$ cat config.mk
export PLATFORM = sky130hd
export DESIGN_NAME = flash_cmd_ctrl
export DESIGN_NICKNAME = d
export VERILOG_FILES = /design/src/rtl/flc_pkg.sv /design/src/rtl/flc_tick_div.sv /design/src/rtl/flc_op_timer.sv /design/src/rtl/flc_launch_chk.sv /design/src/rtl/flash_cmd_ctrl.sv
export SDC_FILE = /design/constraint.sdc
export NUM_CORES = 1
export LEC_CHECK = 0
export BUFFER_PORTS_ARGS = -buffer_cell sky130_fd_sc_hd__buf_4
export CAP_MARGIN = 40
export CORE_MARGIN = 2
export CORE_UTILIZATION = 55
export CTS_CLUSTER_SIZE = 40
export DETAILED_ROUTE_END_ITERATION = 10
export GPL_TIMING_DRIVEN = 0
export PLACE_DENSITY = 0.93
export REMOVE_ABC_BUFFERS = 1
export SYNTH_ARGS = -nofsm -noshare
export SYNTH_HDL_FRONTEND = slang
export SYNTH_HIERARCHICAL = 1
export SYNTH_SLANG_ARGS = --single-unit
export TNS_END_PERCENT = 5
$ cat constraint.sdc
create_clock -name clk -period 12.55 [get_ports clk]
set_clock_uncertainty 0.05 [all_clocks]
set_input_delay 1.255 -clock clk [delete_from_list [all_inputs] [get_ports clk]]
set_output_delay 1.255 -clock clk [all_outputs]
set_load 0.01 [all_outputs]
$ cat src/rtl/flc_pkg.sv
package flc_pkg;
  typedef enum logic [1:0] {
    OP_NONE  = 2'd0,
    OP_WRITE = 2'd1,
    OP_MASS  = 2'd2,
    OP_PAGE  = 2'd3
  } flc_op_e;

  localparam logic [7:0] OFS_ADDR = 8'h00;
  localparam logic [7:0] OFS_DIV  = 8'h04;
  localparam logic [7:0] OFS_CTRL = 8'h08;
  localparam logic [7:0] OFS_INT  = 8'h24;
  localparam logic [7:0] OFS_DATA = 8'h30;

  localparam logic [3:0] KEY_OPEN  = 4'h2;
  localparam logic [7:0] QUAL_PAGE = 8'h55;
  localparam logic [7:0] QUAL_MASS = 8'hAA;
endpackage

$ cat src/rtl/flc_tick_div.sv
module flc_tick_div #(
  parameter int DIV_W = 8
) (
  input  logic             clk,
  input  logic             rst_n,
  input  logic             run,
  input  logic [DIV_W-1:0] div,
  output logic             tick
);
  logic [DIV_W-1:0] cnt_q, cnt_d, lim;
  logic             cnt_en;

  always_comb begin
    lim    = (div == '0) ? '0 : div - 1'b1;
    tick   = run && (cnt_q >= lim);
    cnt_d  = (!run || tick) ? '0 : cnt_q + 1'b1;
    cnt_en = run || (cnt_q != '0);
  end

  always_ff @(posedge clk or negedge rst_n) begin
    if (!rst_n)      cnt_q <= '0;
    else if (cnt_en) cnt_q <= cnt_d;
  end
endmodule

$ cat src/rtl/flc_op_timer.sv
module flc_op_timer
  import flc_pkg::*;
#(
  parameter int WR_TICKS   = 2,
  parameter int MASS_TICKS = 6,
  parameter int PAGE_TICKS = 4
) (
  input  logic    clk,
  input  logic    rst_n,
  input  logic    run,
  input  logic    tick,
  input  flc_op_e op,
  input  logic    fl_busy,
  output logic    finish
);
  localparam int MAX_AB = (WR_TICKS > MASS_TICKS) ? WR_TICKS : MASS_TICKS;
  localparam int MAXT   = (MAX_AB > PAGE_TICKS) ? MAX_AB : PAGE_TICKS;
  localparam int CW     = $clog2(MAXT + 1);

  logic [CW-1:0] tcnt_q, tcnt_d, target;
  logic          elapsed_q, elapsed_d, clr, upd;

  always_comb begin
    case (op)
      OP_WRITE: target = CW'(WR_TICKS);
      OP_MASS:  target = CW'(MASS_TICKS);
      OP_PAGE:  target = CW'(PAGE_TICKS);
      default:  target = CW'(1);
    endcase
    finish    = run && elapsed_q && !fl_busy;
    clr       = !run || finish;
    upd       = clr || (tick && !elapsed_q);
    tcnt_d    = clr ? '0 : tcnt_q + 1'b1;
    elapsed_d = clr ? 1'b0 : ((tcnt_q + 1'b1) == target);
  end

  always_ff @(posedge clk or negedge rst_n) begin
    if (!rst_n) begin
      tcnt_q    <= '0;
      elapsed_q <= 1'b0;
    end else if (upd) begin
      tcnt_q    <= tcnt_d;
      elapsed_q <= elapsed_d;
    end
  end
endmodule

$ cat src/rtl/flc_launch_chk.sv
module flc_launch_chk
  import flc_pkg::*;
(
  input  logic [2:0] start,
  input  logic [3:0] key,
  input  logic [7:0] qual,
  output logic       ok,
  output logic       bad,
  output flc_op_e    op
);
  logic one_hot, qual_ok;

  always_comb begin
    one_hot = (start == 3'b001) || (start == 3'b010) || (start == 3'b100);
    op      = start[0] ? OP_WRITE : (start[1] ? OP_MASS : OP_PAGE);
    case (op)
      OP_MASS: qual_ok = (qual == QUAL_MASS);
      OP_PAGE: qual_ok = (qual == QUAL_PAGE);
      default: qual_ok = 1'b1;
    endcase
    ok  = one_hot && (key == KEY_OPEN) && qual_ok;
    bad = (start != 3'b000) && !ok;
  end
endmodule

$ cat src/rtl/flash_cmd_ctrl.sv
module flash_cmd_ctrl
  import flc_pkg::*;
#(
  parameter int DIV_W      = 8,
  parameter int NWORDS     = 4,
  parameter int WR_TICKS   = 2,
  parameter int MASS_TICKS = 6,
  parameter int PAGE_TICKS = 4
) (
  input  logic                   clk,
  input  logic                   rst_n,
  input  logic                   bus_we,
  input  logic [7:0]             bus_addr,
  input  logic [31:0]            bus_wdata,
  output logic [31:0]            bus_rdata,
  output logic                   fl_start,
  output logic [1:0]             fl_op,
  output logic [31:0]            fl_addr,
  output logic [NWORDS*32-1:0]   fl_data,
  input  logic                   fl_busy,
  input  logic                   fl_error,
  output logic                   irq
);
  localparam int DW = NWORDS * 32;

  // reset: asserted asynchronously, released on the clock
  logic rst_meta_q, rst_sync_n;
  always_ff @(posedge clk or negedge rst_n) begin
    if (!rst_n) begin
      rst_meta_q <= 1'b0;
      rst_sync_n <= 1'b0;
    end else begin
      rst_meta_q <= 1'b1;
      rst_sync_n <= rst_meta_q;
    end
  end

  logic [31:0]      addr_q;
  logic [DIV_W-1:0] div_q;
  logic [2:0]       start_q, start_d;
  logic [3:0]       key_q, key_d;
  logic [7:0]       qual_q, qual_d;
  logic             pend_q, pend_d;
  flc_op_e          op_q, op_d;
  logic             flstart_q;
  logic             done_q, done_d, fault_q, fault_d;
  logic             done_en_q, fault_en_q;
  logic [31:0]      data_q [NWORDS];

  logic wr_addr, wr_div, wr_ctrl, wr_int, ctrl_take;
  logic chk_ok, chk_bad, launch, bad_launch, tick, finish;
  flc_op_e chk_op;

  always_comb begin
    wr_addr    = bus_we && (bus_addr == OFS_ADDR) && !pend_q;
    wr_div     = bus_we && (bus_addr == OFS_DIV);
    wr_ctrl    = bus_we && (bus_addr == OFS_CTRL);
    wr_int     = bus_we && (bus_addr == OFS_INT);
    ctrl_take  = wr_ctrl && !pend_q;
    launch     = ctrl_take && chk_ok;
    bad_launch = ctrl_take && chk_bad;
  end

  flc_launch_chk i_launch_chk (
    .start (bus_wdata[2:0]),
    .key   (bus_wdata[31:28]),
    .qual  (bus_wdata[15:8]),
    .ok    (chk_ok),
    .bad   (chk_bad),
    .op    (chk_op)
  );

  flc_tick_div #(.DIV_W(DIV_W)) i_tick_div (
    .clk   (clk),
    .rst_n (rst_sync_n),
    .run   (pend_q),
    .div   (div_q),
    .tick  (tick)
  );

  flc_op_timer #(
    .WR_TICKS   (WR_TICKS),
    .MASS_TICKS (MASS_TICKS),
    .PAGE_TICKS (PAGE_TICKS)
  ) i_op_timer (
    .clk     (clk),
    .rst_n   (rst_sync_n),
    .run     (pend_q),
    .tick    (tick),
    .op      (op_q),
    .fl_busy (fl_busy),
    .finish  (finish)
  );

  // next state
  always_comb begin
    key_d   = ctrl_take ? bus_wdata[31:28] : key_q;
    qual_d  = ctrl_take ? bus_wdata[15:8]  : qual_q;
    start_d = start_q;
    if (ctrl_take) start_d = chk_ok ? bus_wdata[2:0] : 3'b000;
    if (finish)    start_d = 3'b000;
    pend_d  = launch ? 1'b1 : (finish ? 1'b0 : pend_q);
    op_d    = launch ? chk_op : op_q;
    done_d  = done_q;
    fault_d = fault_q;
    if (wr_int && !bus_wdata[0]) done_d  = 1'b0;
    if (wr_int && !bus_wdata[1]) fault_d = 1'b0;
    if (finish)                                done_d  = 1'b1;
    if (bad_launch || (finish && fl_error))    fault_d = 1'b1;
  end

  always_ff @(posedge clk or negedge rst_sync_n) begin
    if (!rst_sync_n) begin
      addr_q     <= '0;
      div_q      <= '0;
      start_q    <= '0;
      key_q      <= '0;
      qual_q     <= '0;
      pend_q     <= 1'b0;
      op_q       <= OP_NONE;
      flstart_q  <= 1'b0;
      done_q     <= 1'b0;
      fault_q    <= 1'b0;
      done_en_q  <= 1'b0;
      fault_en_q <= 1'b0;
    end else begin
      if (wr_addr) addr_q <= bus_wdata;
      if (wr_div)  div_q  <= bus_wdata[DIV_W-1:0];
      if (wr_int) begin
        done_en_q  <= bus_wdata[8];
        fault_en_q <= bus_wdata[9];
      end
      start_q   <= start_d;
      key_q     <= key_d;
      qual_q    <= qual_d;
      pend_q    <= pend_d;
      op_q      <= op_d;
      flstart_q <= launch;
      done_q    <= done_d;
      fault_q   <= fault_d;
    end
  end

  // data words, one register per word
  for (genvar gi = 0; gi < NWORDS; gi++) begin : g_word
    logic wr_word;
    assign wr_word = bus_we && !pend_q && (bus_addr == OFS_DATA + 8'(gi * 4));
    always_ff @(posedge clk or negedge rst_sync_n) begin
      if (!rst_sync_n)  data_q[gi] <= '0;
      else if (wr_word) data_q[gi] <= bus_wdata;
    end
    assign fl_data[gi*32 +: 32] = data_q[gi];
  end

  // read mux
  always_comb begin
    bus_rdata = '0;
    case (bus_addr)
      OFS_ADDR: bus_rdata = addr_q;
      OFS_DIV:  bus_rdata = 32'(div_q);
      OFS_CTRL: bus_rdata = {key_q, 3'b000, pend_q, 8'h00, qual_q, 5'b00000, start_q};
      OFS_INT:  bus_rdata = {22'd0, fault_en_q, done_en_q, 6'd0, fault_q, done_q};
      default: begin
        for (int i = 0; i < NWORDS; i++)
          if (bus_addr == OFS_DATA + 8'(i * 4)) bus_rdata = data_q[i];
      end
    endcase
  end

  assign fl_start = flstart_q;
  assign fl_op    = op_q;
  assign fl_addr  = addr_q;
  assign irq      = (done_q && done_en_q) || (fault_q && fault_en_q);

  logic unused_dw;
  assign unused_dw = (DW == 0);
endmodule

# After elaboration in Yosys (flattened, before gate mapping)
# Index checks and enable logic that the tools add are counted.
# W data, S select, Z words.
# op_classes
n_addsub,3
n_mul,0
n_div,0
magnitude_cmp,1
n_eq_ne,19
shifts,0
muxes,22
bitwise,0
n_reduce_logical,47
# op_table
op,count
$mux W32,4
$pmux W32 S4,1
$eq A8 B6 Y1 const B,5
$logic_and A1 B1 Y1,25
$logic_not A8 Y1,2
$mux W8,2
$mux W3,4
$pmux W3 S3,1
$add A8 B1 Y8 const B,1
$eq A2 B2 Y1 const B,4
$eq A8 B3 Y1 const B,1
$eq A8 B4 Y1 const B,1
$eq A8 B7 Y1 const B,1
$eq A8 B8 Y1 const B,1
$ge A8 B8 Y1,1
$logic_or A1 B1 Y1,8
$mux W1,8
$reduce_bool A2 Y1,4
$reduce_bool A8 Y1,1
$sub A8 B1 Y8 const B,1
$logic_not A1 Y1,6
$eq A4 B2 Y1 const B,1
$add A3 B1 Y3 const B,1
$eq A3 B1 Y1 const B,1
7 further kinds,7
# totals
reg_bits,205
latchBits,0
mem_bits_rw,0
mem_bits_ro,0
inputBits,45
out_inout_bits,196
word_cells,113
memories,0

# Longest topological paths before layout
# logic_depth
ltp_word,10
mapped_depth,14
ltp_nobuf,14

# Cells and area by module
# The synthesis kept the hierarchy.
# modules_own_cells
mod,instances,cells_each,area_per_inst_um2,seq_area_each_um2
flash_cmd_ctrl,1,641,8919.8,4829.6
flc_tick_div,1,85,742.0,200.2
flc_op_timer,1,33,320.3,100.1
flc_launch_chk,1,17,133.9,0.0

# Least setup slack after synthesis
# No wires, ideal clock.
# synth_timing
kind,input-to-output
startpoint,input port bus_addr[2]
endpoint,output port bus_rdata[3]
arrival_ns,2.672
required_ns,11.245
setup_slack_ns,8.573
path_stages,6
n_path_buf,3
cell_sequence,clkbuf_1 buf_2 clkbuf_1 mux2i_1 nor2_1 a221o_1
# synth_between
elab_chain_cells,6
elab_cells_between_ends,13
cone_classes,eq/ne: 7; mux: 5; reduce/logical: 1
# synth_rtl
element,line_no,rtl
start: declaration,flash_cmd_ctrl.sv:13,"input logic [7:0] bus_addr,"
$eq A8 B6 Y1,flash_cmd_ctrl.sv:165,if (bus_addr == OFS_DATA + 8'(i * 4)) bus_rdata = data_q[i];
$mux W32 (4 in a row),flash_cmd_ctrl.sv:165,
$pmux W32 S4 (*),flash_cmd_ctrl.sv:158,case (bus_addr)
end: declaration,flash_cmd_ctrl.sv:15,"output logic [31:0] bus_rdata,"
# Mark *: on every way between the ends. The rest lies on a longest branch, timed or not.

# Final worst setup path
# layout_timing
startpoint,input port bus_addr[2]
endpoint,output port bus_rdata[25]
# The elaborated chain is that of the path after synthesis.

==> impl.org <==
** Power
- Sequential share of power :: between 40 and 50%
- Power per cell area :: between 100 and 150 mW/mm2
- The clock network is responsible for approximately 43% of the overall power.
- Psw :: between 0.0004 and 0.0005 W
- Summed over all cells, the static leakage comes to between 6 and 7 nW.
- Cell internal power was estimated by the tool at approximately 0.0012 W.
- Max IR drop VDD :: about 0.13 mV
- The share of total power dissipated in combinational logic is about an eighth.
- Fraction of power spent switching nets :: between 20 and 30%

** Clock tree
- No sink is reached through more buffers than the 3 on the longest clock path.
- TritonCTS clock tree :: done
- Clock tree synthesis found a total of ~200 sinks.
- After clock tree synthesis, the repair step resized 0 gates.
- Clk Latency, worst-skew pair :: approximately 0.52 ns
- Counting the buffers created by CTS gives 23.
- After clock tree synthesis, the clock-pin slew on the worst setup and hold paths is 0.06 ns.
- Buffer count from post-CTS setup fixing :: 0
- Root Driver :: sky130_fd_sc_hd__clkbuf_16
- CTS HTree Levels :: 1
- Hold bufs inserted after CTS :: 0

** Setup path
- Cell-by-cell trace of the critical path :: buf_4 -> buf_12 -> nor3_2 -> nand2_2 -> nor2_1 -> buf_4 -> a221o_1 -> buf_4
- Register-to-Register Setup Slack :: a little over 9 ns
- Worst Path Max Fanout :: 33
- By startpoint and endpoint, the worst setup path is classified as primary input to primary output.
- Worst path required time :: approximately 11 ns
- On the worst path, the slowest cell contributes a delay of between 0.5 and 0.6 ns.
- The worst setup path is launched from a primary input.
- Critical Path Start :: bus_addr[2]
- Number of cells traversed by the worst register-to-register path :: 12
- Largest delay contributor family on the critical path :: simple AND/OR/NAND/NOR gates
- The slowest stage of the critical path belongs to the cell sky130_fd_sc_hd__nor2_1.
- Counting stages on the worst path, the most repeated cell is sky130_fd_sc_hd__buf_4.
- Data on the critical path arrives at its endpoint at 3.48 ns.
- Critical Path Sink Type :: primary output
- The startpoint identified for the worst register-to-register timing path is div_q[2].
- Critical path buffers and inverters :: 4
- Stages on worst setup path :: 8

** Synth
- Top FF cell, synth :: sky130_fd_sc_hd__dfrtp_1
- Sorting the synthesized cells by area gives the leading types as sky130_fd_sc_hd__dfrtp_1 51%, sky130_fd_sc_hd__mux2_2 16%, sky130_fd_sc_hd__mux2_4 4.5%.
- Sequential cells were found to cover between 50% and 60% of the synthesized design area.
- In this run, distinct cell masters in the synthesized netlist total 65.
- During synthesis, Yosys emitted a total of 6 warnings.
- In the synthesized netlist the async set-or-reset flop fraction comes to 100%.
- EDFF count, synth :: 0
- Of the post-synthesis cell area, the dominant cell type holds between 50% and 60%.
- Counting every instance in the synthesized netlist gives 776.
- Synthesized area per cell :: 13.0 um2
- The mapped netlist covers 0.0101 mm2.
- Flip-flop and latch count after synthesis :: between 200 and 250
- Post-synthesis cell type with the largest combined area :: sky130_fd_sc_hd__dfrtp_1

** Detailed routing
- In the routed design, unresolved DRC markers number 0.
- The first routing iteration left between 500 and 600 violations.
- Count of vias placed by the detailed router :: between 7000 and 8000
- Aggregate routed wire length :: 29100 um
- Routed len/inst :: 23.1 um
- For this run, the detailed router's first-pass iteration total came to 4.
- Remaining antenna violation count after routing :: 0
- In the routed layout, each cell is associated on average with a via count of a little over 6.

** Die
- Row generation in the floorplan step produced 49 rows.
- The floorplan step set the die height to 140 um.
- Measured along the x axis, the die boundary spans 140 um.
- I/O pin count :: roughly 240
- Effective utilization at floorplan :: between 50% and 60%
- The total area inside the core boundary comes to around 0.018 mm2.
- Die Area :: a little under 0.02 mm2

** Place
- The wire-length estimate of the detail-placed layout is 20000 um.
- Number of port buffers :: 240
- The congestion estimate from routability-driven global placement came to about 0.8.
- Summing all placed instances gives a cell area of ~0.012 mm2.

** STA
- Maximum clock frequency :: around 210 MHz
- Worst Max-Slew Pin Slew :: around 0.9 ns
- Final hold viol count :: 0
- Setup violations remaining at the end of the flow were counted as 0.
- Headroom to the max-slew limit :: between 40% and 50%
- Setup repair after global routing left no endpoint under its margin.
- Final cycle utilization of the critical path :: 38.1%
- After routing, the total negative slack on setup checks comes to 0 ns.
- Counting I/O delays and the setup requirement, the final critical path takes about 4.8 ns.
- Max Transition Viols Final :: 0
- On the final layout, the worst hold slack is roughly 0.26 ns.

** Final layout
- Layout overhead on the synthesized area :: 29.3%
- Post-route cell area :: between 0.01 and 0.015 mm2
- The number of antenna diodes in the final layout is 0.
- The net count of the finished layout is ~1100.
- Ratio of cells with drive above 1 in the final layout :: 48.5%
- Fillers :: approximately 1100

** Global routing
- Number of global-route vias before repair :: between 8000 and 9000
- Aggregate global routing overflow :: 0
- The number of antenna violations at the first check in global routing is 0.
- Entering global routing, the biggest net connects 65 pins.
- Tot GR Track Use :: between 20% and 30%
- The first global-routing pass estimated 45700 um of wire.

** Worst hold path
- The min-delay analysis places its worst path in the category register to asynchronous set/reset pin.

** Flow run
- The tool flagged a number of max-cap violations equal to 0.

** Run status
- Run status :: finished clean
registers in the layout (all words and copies together) (netlist names), 2 cells and up:
name               cells
fl_data              128
fl_addr               32
div_q                  8
i_tick_div/cnt_q       8
qual_q                 8
key_q                  4
i_op_timer/tcnt_q      3
start_q                3
fl_op                  2
worst register-to-register path: stages (launching register included):
cell	delay (ns)
sky130_fd_sc_hd__dfrtp_1	0.43
sky130_fd_sc_hd__nor2_1	0.16
sky130_fd_sc_hd__nand3_1	0.14
sky130_fd_sc_hd__or4_1	0.44
sky130_fd_sc_hd__nor3_1	0.15
sky130_fd_sc_hd__a21oi_1	0.07
sky130_fd_sc_hd__ha_1	0.32
sky130_fd_sc_hd__and3_1	0.23
sky130_fd_sc_hd__a21oi_1	0.15
sky130_fd_sc_hd__a21boi_0	0.51
sky130_fd_sc_hd__nor2b_1	0.25
sky130_fd_sc_hd__nand4_1	0.13
sky130_fd_sc_hd__o2bb2ai_2	0.17
logic make-up after synthesis:
| logic type | Yosys count | synth area share (%) |
|---|---|---|
| buf+inv | 55 | 2.51 |
| other cells | 1 | 0.0371 |
| mux | 224 | 27.9 |
| simple gates | 162 | 8.65 |
| flops | 205 | 50.7 |
| xor+xnor | 13 | 1.13 |
| fa+ha+maj | 15 | 1.86 |
| compound gates | 101 | 7.19 |
metal layers:
layer	vias up	global-route usage, %	wire length [um]	part of all wire (%)
li1	3336	-	-	-
met1	3920	37.7	11300	39
met2	310	50.5	14700	50
met3	80	6.30	1930	6.6
met4	0	10.9	1150	4.0
met5	-	0	0	0
layout make-up:
type | instances | area, um2 | area share [%]
flip-flops and latches | 205 | 5130 | 39.3
clock buffers | 34 | 657 | 5.02
repair buffers | 256 | 2080 | 15.9
inverters | 12 | 45.0 | 0.344
well taps | 229 | 287 | 2.19
clock inverters | 7 | 125 | 0.957
multi-input cells | 516 | 4750 | 36.3
power by group through the flow:
stage	Combinational [W]	Clock, W	Sequential [W]
6_report	0.000213	0.000701	0.000726
5_1_grt	0.000232	0.000735	0.000730
4_1_cts	0.000214	0.000711	0.000725
3_5_place_dp	0.000213	0	0.000735
3_3_place_gp	0.000188	0	0.000743
2_1_floorplan	0.000100	0	0.000744
cell usage in the layout, fill, tap and decap left out, types with 5 or more instances in the layout:
master	instances
sky130_fd_sc_hd__a22o_1	8
sky130_fd_sc_hd__a21oi_1	11
sky130_fd_sc_hd__buf_12	5
sky130_fd_sc_hd__ha_1	15
sky130_fd_sc_hd__mux2_1	6
sky130_fd_sc_hd__clkbuf_16	23
sky130_fd_sc_hd__xnor2_1	5
sky130_fd_sc_hd__nor3_1	8
sky130_fd_sc_hd__nand4_1	8
sky130_fd_sc_hd__mux2_2	140
sky130_fd_sc_hd__nand3_1	10
sky130_fd_sc_hd__o211ai_1	6
sky130_fd_sc_hd__xor2_1	8
sky130_fd_sc_hd__nor2_1	24
sky130_fd_sc_hd__mux2i_1	28
sky130_fd_sc_hd__nand2_1	62
sky130_fd_sc_hd__mux2_4	30
sky130_fd_sc_hd__buf_4	242
sky130_fd_sc_hd__dfrtp_1	204
sky130_fd_sc_hd__o21ai_0	31
sky130_fd_sc_hd__inv_1	12
sky130_fd_sc_hd__a211oi_1	12
sky130_fd_sc_hd__clkbuf_1	7
sky130_fd_sc_hd__a221o_1	12
sky130_fd_sc_hd__mux4_2	20
sky130_fd_sc_hd__nor2b_1	11
through the flow:
stage	instances	power, W	util (%)	setup slack, ns
floorplan	733	0.000844	-	6.36
global placement	1202	0.000931	66.5	4.10
detailed placement	1218	0.000948	68.2	7.82
CTS	1259	0.00165	72.6	7.80
global route	1259	0.00170	72.6	7.63
finish	1259	0.00164	72.6	7.76
final timing paths:
| path | endpoint |
|---|---|
| max | bus_rdata[25] |
| min | fl_data[79] |
| max reg2reg | i_op_timer/elapsed_q |
| min reg2reg | fl_data[79] |
| max in group asynchronous | div_q[5] |
| min in group clk | rst_sync_n |
cell usage after synthesis (all sizes together) (2+ instances only):
master and number:
dfrtp 205, mux2 176, nand2 64, o21ai 31, mux2i 28, buf 27, nor2 25, mux4 20
clkbuf 16, ha 15, a211oi 12, a221o 12, inv 12, nand3 12, a21oi 11, nor2b 11
nor3 9, a22o 8, nand4 8, xor2 8, o211ai 6, xnor2 5, a21boi 4, a31oi 4
and3 4, nand2b 4, and2 3, nor4 3, or3 3, and4 2, and4bb 2, nand4bb 2
nor4b 2, o2bb2ai 2, o31ai 2, or2 2, or4 2
(Power assumes the default switching activity.)
